--- src/rtl/call_seq_pkg.sv ---
package call_seq_pkg;

  typedef enum logic [2:0] {
    ST_IDLE = 3'd0,
    ST_1    = 3'd1,
    ST_2    = 3'd2,
    ST_3    = 3'd3,
    ST_4    = 3'd4,
    ST_5    = 3'd5,
    ST_6    = 3'd6
  } step_t;

  typedef enum logic [2:0] {
    SRC_NONE = 3'd0,
    SRC_PC   = 3'd1,
    SRC_SP   = 3'd2,
    SRC_MBR  = 3'd3,
    SRC_Z    = 3'd4
  } src_t;

  // ALU function code {f2,f1,f0}: f0 high selects increment, f2 low selects decrement
  typedef enum logic [2:0] {
    FN_DEC  = 3'b000,
    FN_PASS = 3'b100,
    FN_INC  = 3'b101
  } alu_fn_t;

  typedef struct packed {
    src_t    bus_b;
    src_t    bus_c;
    logic    ld_pc;      // from bus B
    logic    ld_sp;      // from bus C
    logic    ld_mar;     // from bus C
    logic    ld_mbr_bus; // from bus C
    logic    ld_mbr_mem; // from memory read data
    logic    ld_y;       // from bus C
    logic    ld_z;       // from ALU result
    logic    alu_flow;   // ALU operand taken from bus C instead of Y
    alu_fn_t fn;
    logic    mem_rd;
    logic    mem_wr;
  } ctrl_t;

endpackage

--- src/rtl/call_seq_step.sv ---
module call_seq_step
  import call_seq_pkg::*;
(
  input  logic  clk,
  input  logic  rst,
  input  logic  start,
  output step_t step,
  output logic  done
);

  step_t step_q;
  step_t step_d;

  always_comb begin
    step_d = step_q;
    unique case (step_q)
      ST_IDLE: if (start) step_d = ST_1;
      ST_1:    step_d = ST_2;
      ST_2:    step_d = ST_3;
      ST_3:    step_d = ST_4;
      ST_4:    step_d = ST_5;
      ST_5:    step_d = ST_6;
      ST_6:    step_d = start ? ST_1 : ST_IDLE;
      default: step_d = ST_IDLE;
    endcase
  end

  always_ff @(posedge clk) begin
    if (rst) step_q <= ST_IDLE;
    else     step_q <= step_d;
  end

  assign step = step_q;
  assign done = (step_q == ST_6);

endmodule

--- src/rtl/call_seq_decode.sv ---
module call_seq_decode
  import call_seq_pkg::*;
(
  input  step_t step,
  output ctrl_t cw
);

  always_comb begin
    cw = '0;
    cw.bus_b = SRC_NONE;
    cw.bus_c = SRC_NONE;
    cw.fn    = FN_PASS;
    unique case (step)
      ST_1: begin
        // program counter fans out to address latch and ALU operand latch
        cw.bus_c  = SRC_PC;
        cw.ld_mar = 1'b1;
        cw.ld_y   = 1'b1;
      end
      ST_2: begin
        // fetch target; return address computed in parallel
        cw.mem_rd     = 1'b1;
        cw.ld_mbr_mem = 1'b1;
        cw.fn         = FN_INC;
        cw.ld_z       = 1'b1;
      end
      ST_3: begin
        cw.bus_b  = SRC_MBR;
        cw.ld_pc  = 1'b1;
        cw.bus_c  = SRC_SP;
        cw.ld_mar = 1'b1;
      end
      ST_4: begin
        cw.bus_c      = SRC_Z;
        cw.ld_mbr_bus = 1'b1;
      end
      ST_5: begin
        // store return address; stack pointer decremented in parallel
        cw.mem_wr   = 1'b1;
        cw.bus_c    = SRC_SP;
        cw.ld_y     = 1'b1;
        cw.alu_flow = 1'b1;
        cw.fn       = FN_DEC;
        cw.ld_z     = 1'b1;
      end
      ST_6: begin
        cw.bus_c = SRC_Z;
        cw.ld_sp = 1'b1;
      end
      default: ;
    endcase
  end

endmodule

--- src/rtl/call_seq_alu.sv ---
module call_seq_alu
  import call_seq_pkg::*;
#(
  parameter int W = 16
) (
  input  logic [W-1:0] a,
  input  alu_fn_t      fn,
  output logic [W-1:0] y
);

  localparam logic [W-1:0] ONE = {{(W-1){1'b0}}, 1'b1};

  always_comb begin
    unique case (fn)
      FN_INC:  y = a + ONE;
      FN_DEC:  y = a - ONE;
      default: y = a;
    endcase
  end

endmodule

--- src/rtl/call_seq_path.sv ---
module call_seq_path
  import call_seq_pkg::*;
#(
  parameter int             W         = 16,
  parameter logic [W-1:0]   STACK_TOP = '1
) (
  input  logic         clk,
  input  logic         rst,
  input  ctrl_t        cw,
  input  logic [W-1:0] mem_rdata,
  output logic [W-1:0] pc,
  output logic [W-1:0] sp,
  output logic [W-1:0] mar,
  output logic [W-1:0] mbr
);

  logic [W-1:0] y_q, z_q;
  logic [W-1:0] bus_b, bus_c;
  logic [W-1:0] alu_a, alu_y;

  function automatic logic [W-1:0] pick(input src_t s, input logic [W-1:0] p,
                                        input logic [W-1:0] k, input logic [W-1:0] m,
                                        input logic [W-1:0] z);
    unique case (s)
      SRC_PC:  pick = p;
      SRC_SP:  pick = k;
      SRC_MBR: pick = m;
      SRC_Z:   pick = z;
      default: pick = '0;
    endcase
  endfunction

  assign bus_b = pick(cw.bus_b, pc, sp, mbr, z_q);
  assign bus_c = pick(cw.bus_c, pc, sp, mbr, z_q);
  assign alu_a = cw.alu_flow ? bus_c : y_q;

  call_seq_alu #(.W(W)) u_alu (
    .a  (alu_a),
    .fn (cw.fn),
    .y  (alu_y)
  );

  always_ff @(posedge clk) begin
    if (rst) begin
      pc  <= '0;
      sp  <= STACK_TOP;
      mar <= '0;
      mbr <= '0;
      y_q <= '0;
      z_q <= '0;
    end else begin
      if (cw.ld_pc)      pc  <= bus_b;
      if (cw.ld_sp)      sp  <= bus_c;
      if (cw.ld_mar)     mar <= bus_c;
      if (cw.ld_mbr_mem) mbr <= mem_rdata;
      else if (cw.ld_mbr_bus) mbr <= bus_c;
      if (cw.ld_y)       y_q <= bus_c;
      if (cw.ld_z)       z_q <= alu_y;
    end
  end

endmodule

--- src/rtl/call_seq.sv ---
module call_seq
  import call_seq_pkg::*;
#(
  parameter int           W         = 16,
  parameter logic [W-1:0] STACK_TOP = '1
) (
  input  logic         clk,
  input  logic         rst,
  input  logic         start,
  input  logic [W-1:0] mem_rdata,
  output logic         done,
  output logic [W-1:0] mem_addr,
  output logic [W-1:0] mem_wdata,
  output logic         mem_rd_n,
  output logic         mem_wr_n,
  output logic [W-1:0] pc_out,
  output logic [W-1:0] sp_out
);

  step_t step;
  ctrl_t cw;

  call_seq_step u_step (
    .clk   (clk),
    .rst   (rst),
    .start (start),
    .step  (step),
    .done  (done)
  );

  call_seq_decode u_dec (
    .step (step),
    .cw   (cw)
  );

  call_seq_path #(.W(W), .STACK_TOP(STACK_TOP)) u_path (
    .clk       (clk),
    .rst       (rst),
    .cw        (cw),
    .mem_rdata (mem_rdata),
    .pc        (pc_out),
    .sp        (sp_out),
    .mar       (mem_addr),
    .mbr       (mem_wdata)
  );

  assign mem_rd_n = ~cw.mem_rd;
  assign mem_wr_n = ~cw.mem_wr;

endmodule

--- config.mk ---
export PLATFORM = sky130hd
export DESIGN_NAME = call_seq
export DESIGN_NICKNAME = d
export VERILOG_FILES = /design/src/rtl/call_seq_pkg.sv /design/src/rtl/call_seq_step.sv /design/src/rtl/call_seq_decode.sv /design/src/rtl/call_seq_alu.sv /design/src/rtl/call_seq_path.sv /design/src/rtl/call_seq.sv
export SDC_FILE = /design/constraint.sdc
export NUM_CORES = 1
export LEC_CHECK = 0
export BUFFER_PORTS_ARGS = -buffer_cell sky130_fd_sc_hd__buf_2
export CAP_MARGIN = 20
export CELL_PAD_IN_SITES_DETAIL_PLACEMENT = 1
export CELL_PAD_IN_SITES_GLOBAL_PLACEMENT = 1
export CORE_AREA = 2 2 99 124
export CTS_CLUSTER_DIAMETER = 200
export DETAILED_ROUTE_END_ITERATION = 8
export DIE_AREA = 0 0 101 126
export PLACE_DENSITY = 0.84
export SLEW_MARGIN = 5
export SYNTH_ARGS = -nofsm -noshare
export SYNTH_HDL_FRONTEND = slang
export SYNTH_SLANG_ARGS = --single-unit
export TNS_END_PERCENT = 5
--- constraint.sdc ---
create_clock -name clk -period 9.2 [get_ports clk]
set_input_delay 0.46 -clock clk [delete_from_list [all_inputs] [get_ports clk]]
set_output_delay 0.46 -clock clk [all_outputs]
set_load 0.1 [all_outputs]
==> results of run 1 <==
==> metal layers <==
metal | vias up | global-route usage (%) | share of wire, %
met3 | 21 | 2.39 | 3.6
met5 | - | 0 | 0
met4 | 0 | 8.98 | 1.8
met2 | 114 | 43.4 | 49
met1 | 2423 | 36.6 | 45
li1 | 2334 | - | -
==> sequential cells by signal, summed over array words and instances, names as in the netlist <==
signal,cells
u_step.step,3
u_path.mbr,16
u_path.mar,16
u_path.pc,16
u_path.sp,16
u_path.z_q,16
u_path.y_q,16
==> worst register-to-register path, stage by stage, from the launching register on <==
cell and delay [ps]:
dfxtp_2 320, buf_4 550, nand3b_1 870, inv_1 750, ha_1 380, a2111oi_1 660
a22oi_4 170, o211ai_1 270, nand3_1 110, a32o_1 280
==> logic make-up (layout without fill, tap and decap cells) <==
family / after synthesis / in the layout / share of synthesized area (%)
XOR/XNOR: 6 / 6 / 1.03
adder cells (fa/ha/maj): 15 / 15 / 3.84
buffers and inverters: 61 / 116 / 5.04
multiplexers: 30 / 30 / 6.22
flip-flops: 99 / 99 / 38.9
AO/OA/AOI/OAI: 170 / 170 / 24.3
AND/OR/NAND/NOR: 222 / 222 / 20.6
==> placed cells by master (no fill, tap or decap), types with 5 or more instances in the layout <==
| master | synthesis | layout |
|---|---|---|
| a2111oi_0 | 32 | 32 |
| a211o_1 | 17 | 17 |
| a21o_1 | 7 | 7 |
| a21oi_1 | 52 | 52 |
| and4_1 | 17 | 17 |
| buf_2 | 13 | 85 |
| buf_4 | 1 | 7 |
| clkbuf_16 | 0 | 9 |
| dfxtp_1 | 99 | 97 |
| ha_1 | 14 | 14 |
| inv_1 | 8 | 8 |
| mux2_2 | 13 | 13 |
| mux2i_1 | 17 | 17 |
| nand2_1 | 53 | 53 |
| nand2b_1 | 6 | 6 |
| nand3_1 | 12 | 12 |
| nor2_1 | 91 | 91 |
| nor3_1 | 20 | 20 |
| o211ai_1 | 5 | 5 |
| o21ai_0 | 7 | 7 |
| o22a_1 | 15 | 15 |
| o22ai_1 | 16 | 16 |
==> through the flow <==
step                worst slack (ps)  total power, mW  instance area [um^2]
floorplan                       5680            0.672                  5090
global placement                5080            0.717                  5510
detailed placement              4830            0.726                  5510
CTS                             4820             1.14                  5830
global route                    4390             1.18                  5840
finish                          4740             1.14                  5840
==> power groups by stage <==
stage	Sequential (mW)	Clock [mW]	Combinational, mW
2_1_floorplan	0.548	0	0.124
3_3_place_gp	0.481	0	0.236
3_5_place_dp	0.482	0	0.243
4_1_cts	0.473	0.425	0.246
5_1_grt	0.476	0.442	0.265
6_report	0.474	0.423	0.247
==> cell type report <==
class	instances	share of cell area (%)
multi-input cells	443	48.8
clock buffers	10	3.92
flip-flops and latches	99	34.0
repair buffers	92	8.19
inverters	8	0.514
well taps	138	2.96
clock inverters	6	1.63
==> how the worst max path moves through the flow <==
stage	from	to	slack, ps	depth (start not counted)
floorplan	u_step.step[1]	u_path.z_q[15]	5680	11
global placement	u_step.step[2]	u_path.z_q[15]	5080	9
detailed placement	u_step.step[2]	u_path.z_q[13]	4830	9
CTS	u_step.step[2]	u_path.z_q[15]	4820	9
global route	u_step.step[2]	u_path.z_q[15]	4390	9
finish	u_step.step[2]	u_path.z_q[15]	4740	9
==> flow_summary.ini, run 1 <==
[synth]
syn_area_um2 = 5090
synthCells = 603
synth_ff_type = dfxtp_1
ys_warn_count = 0
yosysMostFrequentCell = dfxtp_1
synth_area_leaders = dfxtp_1, nor2_1, a2111oi_0, a21oi_1, nand2_1
yosysTopAreaCellShare_pct = 38.9
synth-async-reset-ratio_pct = 0
synth_fp_nets = 637
yosys.cell_types.count = 51
synth_top_cells_by_count = dfxtp_1, nor2_1, nand2_1, a21oi_1, clkbuf_1
syn_area_per_cell_um2 = 8.44
yosys.area.top_type = dfxtp_1
synth_edf_count = 0
yosysSeqAreaShare_pct = 38.9
synth-seq-cells = 99

[sta]
fin_skew_ps = 9.13
hold_violations = 0
rsz0062_at_grt = false
holdWs_ps = 374
finalCritPeriodShare_pct = 48.5
slew_viol_final = 0
setup_viol_count_final = 0
period_needed_ps = 4460
slew-limit-headroom_pct = 31.7
tns_ps = 0
fmax_mhz = 224
tightest_slew_ps = 1020

[drt]
vias = 4892
viasPerCell = 6.15
drtAntennaViolNets = 0
first_iter_violations = 288
drc = 0
dr.pass1.iters = 4
wl_per_cell_um = 21.0
drt_wl_total_mm = 16.7

[critical_path]
cp_cell_sequence = buf_4, nand3b_1, inv_1, ha_1, a2111oi_1, a22oi_4, o211ai_1, nand3_1, a32o_1
critical_path_peak_fanout = 73
critPathRequiredTime_ps = 9440
rr_startpoint = u_step.step[2]
rrSetupSlack_ps = 4740
critPathCaptureType = flop
critical-path-top-delay-family = compound AO/OA/AOI/OAI gates
cpPeakStageDelay_ps = 840
cpMaxStageDelayCell = nand3b_1
r2r_cells = 9
crit_buf_inv = 2
crit_type = reg -> reg
worstReg2RegEnd = u_path.z_q[15]
crit_path_start_kind = flop
arrival_ps = 4700

[power]
p_per_area_nw_per_um2 = 196
p_switching_uw = 386
pwr-share-comb_pct = 21.6
clockPowerShare_pct = 37.0
internal-power_uw = 758
switching_share_pct = 33.7
power_frac_seq_pct = 41.5
vdd_ir_drop_max_v = 0.000110
p_leak_nw = 2.34

[min_path]
min_to = u_step.step[0]
min_path_type = in -> reg
holdPathStages = 3
min_from = start

[clocking]
root_buffer = clkbuf_16
cts_resized = 0
path_clk_slew_ps = 70
cts_buffers = 9
cts_tree = done
clock_sinks = 99
postCtsHoldBufs = 0
cts_buffer_depth = 2
post-cts-setup-buffer-count = 0
insertion_delay_ps = 350
htreeDepth = 3

[cells_and_area]
diodes = 0
multiInputGateArea_um2 = 2850
final_core_util_pct = 50.5
fin_nets = 687
area_delta_synth_final_pct = 14.8
drive_gt1_share_pct = 19.3
finalNonFillerCells = 796
regArea_um2 = 1980
nFillCells = 1414

[outcome]
status = completed

[global_routing]
grt_max_degree = 93
grt_pass1_wl_mm = 26.7
grt_pass1_vias = 4940
overflow = 0
track_usage_pct = 26.5
antenna_found_initial = 0

[floorplan]
die_height_um = 126
ioPinCount = 86
core_area_um2 = 11600
start_util_pct = 44.0
num_rows = 44
dieArea_um2 = 12700
die_w_um = 101

[job]
max-cap-violations = 0

[place]
dp_cells = 779
hpwl_mm = 11.3
portBuffers = 85
gp_congestion = 0.885
No activity file was read; power rests on OpenSTA's default activity.
==> run 2, diff against run 1 <==
CORE_AREA = 2 2 107 135   (was 2 2 99 124)
DIE_AREA = 0 0 109 137   (was 0 0 101 126)
PLACE_DENSITY = 0.76   (was 0.84)
clock period = 3.65 ns   (was 9.2 ns; I/O delays follow)
==> flow_summary.ini, run 2 (synthesis results as in run 1) <==
[cells_and_area]
diodes = 0
mostFrequentLayoutCell = dfxtp_1
nFillCells = 1593
area_delta_synth_final_pct = 16.5
fin_nets = 694
final_cell_mix = dfxtp_1, nor2_1, buf_2
design_area_um2 = 5930
drive_gt1_share_pct = 20.3
finalNonFillerCells = 840

[floorplan]
num_rows = 48
core_area_um2 = 13600
start_util_pct = 37.3
die_w_um = 109
die_height_um = 137
ioPinCount = 86
dieArea_um2 = 14900

[sta]
finalCritPeriodShare_pct = 89.2
period_needed_ps = 3260
setup_viol_count_final = 0
fmax_mhz = 307
hold_violations = 0
rsz0062_at_grt = false
tns_ps = 0
tightest_slew_ps = 892
slew_viol_final = 0
fin_skew_ps = 11.3
slew-limit-headroom_pct = 40.5

[critical_path]
critPathCaptureType = flop
crit_buf_inv = 2
critPathRequiredTime_ps = 3880
cp_cell_sequence = nand3b_1, buf_4, inv_1, ha_1, a2111oi_1, a22oi_4, o211ai_1, nand3_1, a32o_1
cpPeakStageDelay_ps = 680
critical-path-top-delay-family = compound AO/OA/AOI/OAI gates
crit_path_start_kind = flop
crit_type = reg -> reg
critical_path_peak_fanout = 18
arrival_ps = 3490
cpMaxStageDelayCell = a2111oi_1

[job]
max-cap-violations = 0

[place]
gp_congestion = 0.880
dp_cells = 824
portBuffers = 85
dpl_cell_area_um2 = 5620
hpwl_mm = 11.6

[drt]
drtAntennaViolNets = 0
vias = 4877
drc = 0
viasPerCell = 5.81
wl_per_cell_um = 19.6
drt_wl_total_mm = 16.5
first_iter_violations = 256
dr.pass1.iters = 4

[global_routing]
grt_max_degree = 70
track_usage_pct = 22.3
overflow = 0
grt_pass1_vias = 4845
grt_pass1_wl_mm = 26.1
antenna_found_initial = 0

[power]
vdd_ir_drop_max_v = 0.000209
p_per_area_nw_per_um2 = 476
p_leak_nw = 2.37
power_mw = 2.82

[clocking]
cts_tree = done
postCtsHoldBufs = 0
clock_sinks = 99
cts_buffers = 9
htreeDepth = 3
cts_resized = 0
cts_buffer_depth = 2
post-cts-setup-buffer-count = 0
root_buffer = clkbuf_16
insertion_delay_ps = 350
path_clk_slew_ps = 70

[outcome]
status = completed

[min_path]
min_path_type = in -> reg
[run 2: final cells by class]
type | count | area (um^2) | area share, %
Tap cell | 175 | 219 | 3.69
Clock buffer | 10 | 239 | 4.03
Inverter | 8 | 30.0 | 0.507
Sequential cell | 99 | 1980 | 33.5
Clock inverter | 6 | 71.3 | 1.20
Timing Repair Buffer | 99 | 533 | 8.99
Multi-Input combinational cell | 443 | 2850 | 48.1
[run 2: report_power, final]
group,internal [mW],switching [mW]
Clock,0.558,0.447
Combinational,0.171,0.453
Sequential,1.13,0.0576
[run 2: per-layer routing]
layer	part of all wire, %	wire length, um	track usage [%]
met4	2.3	376	8.05
met2	47	7660	35.3
met3	3.4	564	3.19
met1	48	7870	30.7
met5	0	0	0
[run 2: final timing paths]
| path | to | cells past startpoint | slack, ps | startpoint |
|---|---|---|---|---|
| setup reg to reg | u_path.z_q[13] | 9 | 390 | u_step.step[0] |
| hold reg to reg | u_path.z_q[0] | 2 | 470 | u_path.z_q[0] |
| setup / recovery | u_path.z_q[13] | 9 | 390 | u_step.step[0] |
| hold / removal | u_step.step[0] | 3 | 160 | start |
[run 2: through the flow]
stage / setup slack (ps) / hold slack (ps) / util, %
finish: 393 / 155 / 43.5
detailed placement: 368 / 466 / 41.2
CTS: 341 / 137 / 43.5
global placement: 634 / 459 / 41.2
floorplan: 129 / 353 / -
global route: 199 / 151 / 43.5
[run 2: worst min-delay path, stage by stage]
cell and delay [ps]:
buf_2 120, nor2_1 100, nor3_1 50
==> run 3, diff against run 2 <==
CORE_AREA = 2 2 102 129   (was 2 2 107 135)
DIE_AREA = 0 0 104 131   (was 0 0 109 137)
PLACE_DENSITY = 0.79   (was 0.76)
clock period = 3.7 ns   (was 3.65 ns; I/O delays follow)
==> flow_summary.ini, run 3 (synthesis results as in run 1) <==
[outcome]
status = completed

[critical_path]
critical_path_peak_fanout = 14
arrival_ps = 3400
cpMaxStageDelayCell = a2111oi_1
critical-path-top-delay-family = compound AO/OA/AOI/OAI gates
crit_type = reg -> reg
cp_cell_sequence = nand3b_1, buf_4, inv_1, ha_1, a2111oi_1, a22oi_4, o211ai_1, nand3_1, a32o_1
cpPeakStageDelay_ps = 630
critPathRequiredTime_ps = 3930
crit_buf_inv = 2
crit_path_start_kind = flop
critPathCaptureType = flop

[global_routing]
grt_pass1_vias = 4987
antenna_found_initial = 0
grt_pass1_wl_mm = 26.5
track_usage_pct = 24.4
overflow = 0
grt_max_degree = 68

[drt]
viasPerCell = 5.96
highest_layer = met4
drc = 0
met1_length_mm = 7.25
drt_wl_total_mm = 16.7
first_iter_violations = 231
wl_met2_mm = 8.29
wl_met3_um = 783
wl_per_cell_um = 20.1
drtAntennaViolNets = 0
dr.pass1.iters = 4
vias = 4951

[sta]
tns_ps = 0
setup_viol_count_final = 0
holdWs_ps = 147
finalCritPeriodShare_pct = 85.6
fin_skew_ps = 9.76
slew_viol_final = 0
rsz0062_at_grt = false
period_needed_ps = 3170
fmax_mhz = 316
hold_violations = 0
tightest_slew_ps = 1060
worst_slack_ps = 534
slew-limit-headroom_pct = 29.3

[cells_and_area]
design_area_um2 = 5870
mostFrequentLayoutCell = dfxtp_1
finalNonFillerCells = 831
fin_nets = 694
nFillCells = 1529
final_cell_mix = dfxtp_1, nor2_1, buf_2
drive_gt1_share_pct = 20.1
diodes = 0
area_delta_synth_final_pct = 15.4
final_core_util_pct = 47.3

[place]
dp_cells = 817
pre_cts_ws_ps = 488
gp_congestion = 0.915
portBuffers = 85
dpl_cell_area_um2 = 5610
hpwl_mm = 11.9

[power]
p_per_area_nw_per_um2 = 455
vdd_ir_drop_max_v = 0.000185
p_leak_nw = 2.35
power_mw = 2.67

[floorplan]
dieArea_um2 = 13600
core_area_um2 = 12400
start_util_pct = 40.9
die_height_um = 131
ioPinCount = 86
num_rows = 46
die_w_um = 104

[min_path]
min_path_type = in -> reg

[clocking]
insertion_delay_ps = 350
cts_buffer_depth = 2
root_buffer = clkbuf_16
htreeDepth = 3
cts_buffers = 9
postCtsHoldBufs = 0
clock_sinks = 99
cts_resized = 0
path_clk_slew_ps = 60
cts_tree = done
post-cts-setup-buffer-count = 0

[job]
max-cap-violations = 0
run 3: changes by cell type in the layout (fill, tap and decap cells not counted), sizes merged:
cell / delta
bufinv: -1
clkinv: +1
clkinvlp: -1
inv: -1
run 3: layout make-up:
type	count	area [um^2]	share of cell area (%)
clock inverter	4	27.5	0.469
clock buffer	10	239	4.07
inverter	8	30.0	0.511
sequential	99	1980	33.8
tap	168	210	3.58
multi-input combinational	443	2850	48.5
timing repair buffer	99	533	9.07
run 3: final timing paths:
kind / slack (ps) / end / startpoint / cells past startpoint
hold / removal: 150 / u_step.step[0] / start / 3
setup / recovery: 530 / u_path.z_q[13] / u_step.step[0] / 9
setup reg to reg: 530 / u_path.z_q[13] / u_step.step[0] / 9
hold reg to reg: 470 / u_path.z_q[4] / u_path.z_q[4] / 2
run 3: layer usage:
layer  up-vias  track usage, %
li1       2338               -
met4         0            9.86
met5         -               0
met1      2472            30.7
met3        30            3.42
met2       111            42.5
run 3: worst min-delay path, cell delays in order:
cell	delay, ps
buf_2	100
nor2_1	50
nor3_1	110
run 3: where the power goes:
group          total, mW  internal (mW)  switching (mW)
clock network      0.882          0.468           0.413
logic              0.614          0.167           0.447
registers           1.18           1.12          0.0580
total               2.67           1.75           0.918
